$ cat src/rtl/va_seg_pkg.sv
package va_seg_pkg;

  localparam int VA_W       = 64;
  localparam int CODE_W     = 5;
  localparam int XPHYS_TOP  = 58;
  localparam int COMPAT_TOP = 28;
  localparam int WIN_LO     = 31;
  localparam int WIN_HI     = 61;
  localparam int SEL_BIT    = 30;

  localparam logic [CODE_W-1:0] CODE_NONE  = 5'h00;
  localparam logic [CODE_W-1:0] CODE_LDERR = 5'h04;
  localparam logic [CODE_W-1:0] CODE_STERR = 5'h05;

  typedef enum logic [1:0] {
    ACC_FETCH = 2'b00,
    ACC_LOAD  = 2'b01,
    ACC_STORE = 2'b10,
    ACC_RSVD  = 2'b11
  } acc_e;

  typedef enum logic [2:0] {
    SEG_USR     = 3'd0,
    SEG_SUP     = 3'd1,
    SEG_PHYS    = 3'd2,
    SEG_CMP_LOW = 3'd3,
    SEG_CMP_HI  = 3'd4,
    SEG_KMAP    = 3'd5
  } seg_e;

  // Keep bits [top:0] of a word and clear the rest.
  function automatic logic [VA_W-1:0] keep_low(input logic [VA_W-1:0] w,
                                               input int unsigned top);
    logic [VA_W-1:0] r;
    for (int i = 0; i < VA_W; i++) r[i] = (i <= int'(top)) ? w[i] : 1'b0;
    return r;
  endfunction

  function automatic logic [CODE_W-1:0] fault_code(input logic [1:0] acc);
    return (acc == ACC_STORE) ? CODE_STERR : CODE_LDERR;
  endfunction

endpackage

$ cat src/rtl/va_region_classify.sv
module va_region_classify
  import va_seg_pkg::*;
(
  input  logic [VA_W-1:0] va_i,
  output seg_e            seg_o,
  output logic            win_hit_o
);
  always_comb begin
    win_hit_o = &va_i[WIN_HI:WIN_LO];
    unique case (va_i[VA_W-1:VA_W-2])
      2'b00:   seg_o = SEG_USR;
      2'b01:   seg_o = SEG_SUP;
      2'b10:   seg_o = SEG_PHYS;
      default: begin
        if (!win_hit_o)         seg_o = SEG_KMAP;
        else if (va_i[SEL_BIT]) seg_o = SEG_CMP_HI;
        else                    seg_o = SEG_CMP_LOW;
      end
    endcase
  end
endmodule

$ cat src/rtl/va_phys_form.sv
module va_phys_form
  import va_seg_pkg::*;
(
  input  logic [VA_W-1:0] va_i,
  input  seg_e            seg_i,
  output logic [VA_W-1:0] pa_o,
  output logic            ok_o
);
  always_comb begin
    pa_o = '0;
    ok_o = 1'b0;
    case (seg_i)
      SEG_PHYS: begin
        pa_o = keep_low(va_i, XPHYS_TOP);
        ok_o = 1'b1;
      end
      SEG_CMP_LOW: begin
        pa_o = keep_low(va_i, COMPAT_TOP);
        ok_o = 1'b1;
      end
      default: begin
        pa_o = '0;
        ok_o = 1'b0;
      end
    endcase
  end
endmodule

$ cat src/rtl/va_fault_encode.sv
module va_fault_encode
  import va_seg_pkg::*;
(
  input  logic [VA_W-1:0]   va_i,
  input  logic [1:0]        acc_i,
  input  logic              ok_i,
  output logic [CODE_W-1:0] code_o,
  output logic [VA_W-1:0]   bad_va_o
);
  always_comb begin
    code_o   = ok_i ? CODE_NONE : fault_code(acc_i);
    bad_va_o = ok_i ? '0 : va_i;
  end
endmodule

$ cat src/rtl/va_seg_decoder.sv
module va_seg_decoder
  import va_seg_pkg::*;
#(
  parameter bit OUT_REG = 1'b1
) (
  input  logic              clk_i,
  input  logic              rst_ni,
  input  logic              in_valid_i,
  input  logic [63:0]       vaddr_i,
  input  logic [1:0]        acc_i,
  output logic              out_valid_o,
  output logic [63:0]       paddr_o,
  output logic              ok_o,
  output logic [4:0]        exc_code_o,
  output logic [63:0]       bad_vaddr_o
);
  seg_e              seg_w;
  logic              win_hit_w;
  logic [VA_W-1:0]   pa_w;
  logic              ok_w;
  logic [CODE_W-1:0] code_w;
  logic [VA_W-1:0]   bad_w;

  va_region_classify u_cls (
    .va_i      (vaddr_i),
    .seg_o     (seg_w),
    .win_hit_o (win_hit_w)
  );

  va_phys_form u_pa (
    .va_i  (vaddr_i),
    .seg_i (seg_w),
    .pa_o  (pa_w),
    .ok_o  (ok_w)
  );

  va_fault_encode u_flt (
    .va_i     (vaddr_i),
    .acc_i    (acc_i),
    .ok_i     (ok_w),
    .code_o   (code_w),
    .bad_va_o (bad_w)
  );

  generate
    if (OUT_REG) begin : g_reg
      always_ff @(posedge clk_i) begin
        if (!rst_ni) begin
          out_valid_o <= 1'b0;
          paddr_o     <= '0;
          ok_o        <= 1'b0;
          exc_code_o  <= '0;
          bad_vaddr_o <= '0;
        end else begin
          out_valid_o <= in_valid_i;
          paddr_o     <= in_valid_i ? pa_w   : '0;
          ok_o        <= in_valid_i & ok_w;
          exc_code_o  <= in_valid_i ? code_w : '0;
          bad_vaddr_o <= in_valid_i ? bad_w  : '0;
        end
      end
    end else begin : g_comb
      always_comb begin
        out_valid_o = in_valid_i;
        paddr_o     = pa_w;
        ok_o        = ok_w;
        exc_code_o  = code_w;
        bad_vaddr_o = bad_w;
      end
    end
  endgenerate
endmodule

$ cat config.mk
export PLATFORM = sky130hd
export DESIGN_NAME = va_seg_decoder
export DESIGN_NICKNAME = d
export VERILOG_FILES = /design/src/rtl/va_seg_pkg.sv /design/src/rtl/va_region_classify.sv /design/src/rtl/va_phys_form.sv /design/src/rtl/va_fault_encode.sv /design/src/rtl/va_seg_decoder.sv
export SDC_FILE = /design/constraint.sdc
export NUM_CORES = 1
export LEC_CHECK = 0
export ABC_AREA = 1
export BUFFER_PORTS_ARGS = -buffer_cell sky130_fd_sc_hd__buf_2
export CORE_MARGIN = 5
export CORE_UTILIZATION = 39
export DETAILED_ROUTE_END_ITERATION = 6
export PLACE_DENSITY = 0.75
export SETUP_SLACK_MARGIN = 0.3
export SKIP_LAST_GASP = 1
export SLEW_MARGIN = 30
export SYNTH_ARGS = -nofsm -noshare
export SYNTH_HDL_FRONTEND = slang
export SYNTH_SLANG_ARGS = --single-unit
$ cat constraint.sdc
create_clock -name clk_i -period 1.1 [get_ports clk_i]
set_input_delay 0.165 -clock clk_i [delete_from_list [all_inputs] [get_ports clk_i]]
set_output_delay 0.165 -clock clk_i [all_outputs]
set_load 0.02 [all_outputs]
==> impl_metrics.tcl <==
set metrics [dict create \
    numCtsBuffers 17 \
    grt_util_met2 0.469 \
    worst_slack_ns -0.0735 \
    cp_max_fo 1 \
    stdcell_count 807 \
    setup_viol 128 \
    fin_crit_sh 1.07 \
    yosysWarnings 0 \
    num_vias 3677 \
    post_dp_cell_area_um2 4740 \
    cellLeakagePower_nw 3.87 \
    crit_start "paddr_o[11]$_SDFF_PN0_" \
    gr-usage-met1 0.224 \
    crit_chain "buf_6" \
    final_common_cell "buf_6" \
    ant_nets 0 \
    hpwl_mm 6.76 \
    hp-class "primary input to register" \
    die-width_um 106 \
    drive_above_1_share 0.741 \
    die-area_um2 11200 \
    fin_nets 750 \
    cp-start-kind "register" \
    clk_pin_slew_ns 0.07 \
    syn_avg_cell_area_um2 9.42 \
    yosysSeqAreaShare 0.712 \
    violations "setup timing" \
    slew_violations 0 \
    crit_path_end_kind "primary output" \
    crit_cells 1 \
    initial_core_util 0.394 \
    max_freq_mhz 852 \
    final_area_um2 8330 \
    grt_max_degree 29 \
    h-tree-depth 4 \
    wl_mm 16.7 \
    cts_sinks 127 \
    slowest_stage "dfxtp_2" \
    grt_pass1_vias 4074 \
    drc 0 \
    dr.pass1.iters 4 \
    cts_root_buffer "clkbuf_8" \
    fin_crit_ns 1.17 \
    grt_pass1_wl_mm 21.0 \
    avgViaCountPerCell 4.56 \
    drv_cap 0 \
    syn_area_um2 3570 \
    post-route-util 0.918 \
    critPathBufInv 1 \
    synthDistinctLibCells 12 \
    num_io_pins 204 \
    crit_required_ns 0.94 \
    cts_tree "done" \
    clk_path_buf_depth 2 \
    rows 35 \
    wl_per_cell_um 20.6 \
    place_congestion 0.709 \
    area_growth_pct 133 \
    grt-ovfl-total 0 \
    antenna_found_initial 2 \
    placed_cells 684 \
    p_per_area_nw_per_um2 1490 \
    synth-seq-cells 127 \
    vdd_ir_drop_max_v 0.00109 \
    outcome "complete, but fails checks" \
    max_stage_delay_ns 0.36 \
    critPathTopFamily "flip-flops" \
    crit_type "register to primary output" \
    crit_end "paddr_o[11]" \
    die_h_um 106 \
    use_met3 0.0961 \
    synthCells 379 \
    core-area_um2 9060 \
    hold_violations 0 \
    track_usage 0.246 \
    io_buffers 195 \
    arrival_ns 1.01 \
    rsz0062_at_grt "true" \
    final_cell_mix "buf_6 (153), dfxtp_2 (127), nor2_4 (78)" \
    grt_busiest_layer "met2" \
    dr.first_iter.drc_count 94 \
]
==> final cells by class <==
cell class | count | area (um^2)
sequential | 127 | 2700
antenna | 2 | 5.00
clock buffer | 17 | 414
tap | 111 | 139
timing repair buffer | 297 | 3220
fill | 302 | 739
multi-input combinational | 170 | 1380
inverter | 68 | 268
clock inverter | 15 | 206
==> kinds of logic after synthesis <==
family,share of synthesized area
buffers and inverters,0.115
AND/OR/NAND/NOR,0.172
flip-flops,0.712
other,0.00105
==> where the power goes <==
group          total [mW]  internal [mW]  switching, mW
logic                1.62          0.814          0.807
clock network        5.96           3.72           2.24
registers            4.82           4.75         0.0728
total                12.4           9.28           3.12
==> metrics by stage <==
stage / hold slack [ns] / worst slack [ns] / TNS, ns / power [mW]
final: 0.0428 / -0.0735 / -2.10 / 12.4
after global routing: 0.0492 / -0.0998 / -5.93 / 12.7
after CTS: 0.00770 / -0.0356 / -2.63 / 12.0
after detailed placement: 0.388 / -0.344 / -27.53 / 5.60
after global placement: 0.378 / -0.302 / -24.26 / 5.58
after floorplan: 0.272 / 0.0231 / 0 / 5.28
==> how the worst min path moves through the flow <==
stage | from | to | cells after the start
after global routing | vaddr_i[34] | bad_vaddr_o[34]$_SDFF_PP0_ | 4
final | vaddr_i[34] | bad_vaddr_o[34]$_SDFF_PP0_ | 4
after CTS | vaddr_i[34] | paddr_o[34]$_SDFF_PN0_ | 4
after floorplan | vaddr_i[61] | bad_vaddr_o[61]$_SDFF_PP0_ | 2
after detailed placement | vaddr_i[3] | bad_vaddr_o[3]$_SDFF_PP0_ | 3
after global placement | vaddr_i[2] | bad_vaddr_o[2]$_SDFF_PP0_ | 3
==> repair_timing <==
action | 4_1_cts | 5_1_grt
hold buffers | 63 | 0
resized for setup | 446 | 172
setup endpoints to repair | 221 | 252
gates cloned | 9 | 3
pin swaps | 9 | 23
endpoints found under the hold margin | 117 | 0
buffers inserted | 11 | 3
==> sequential cells by signal (all words and copies together), names as in the netlist <==
| signal | count |
|---|---|
| bad_vaddr_o | 64 |
| paddr_o | 59 |
| exc_code_o | 2 |
| ok_o | 1 |
| out_valid_o | 1 |
==> synth_stat cells <==
cell type / count / area share
nor2_1: 133 / 0.14
buf_2: 2 / 0.0028
clkbuf_1: 5 / 0.0053
nand2_1: 26 / 0.027
inv_1: 67 / 0.070
nand4_1: 1 / 0.0018
buf_4: 8 / 0.017
dfxtp_1: 127 / 0.71
buf_6: 6 / 0.019
conb_1: 1 / 0.0011
nand3_1: 2 / 0.0028
inv_2: 1 / 0.0011
==> layer usage <==
| layer | vias to the layer above | part of all wire |
|---|---|---|
| met3 | 53 | 0.068 |
| li1 | 1678 | - |
| met1 | 1752 | 0.33 |
| met4 | 0 | 0.040 |
| met5 | - | 0 |
| met2 | 194 | 0.56 |
Note: power is estimated with default switching activity, not from simulation.
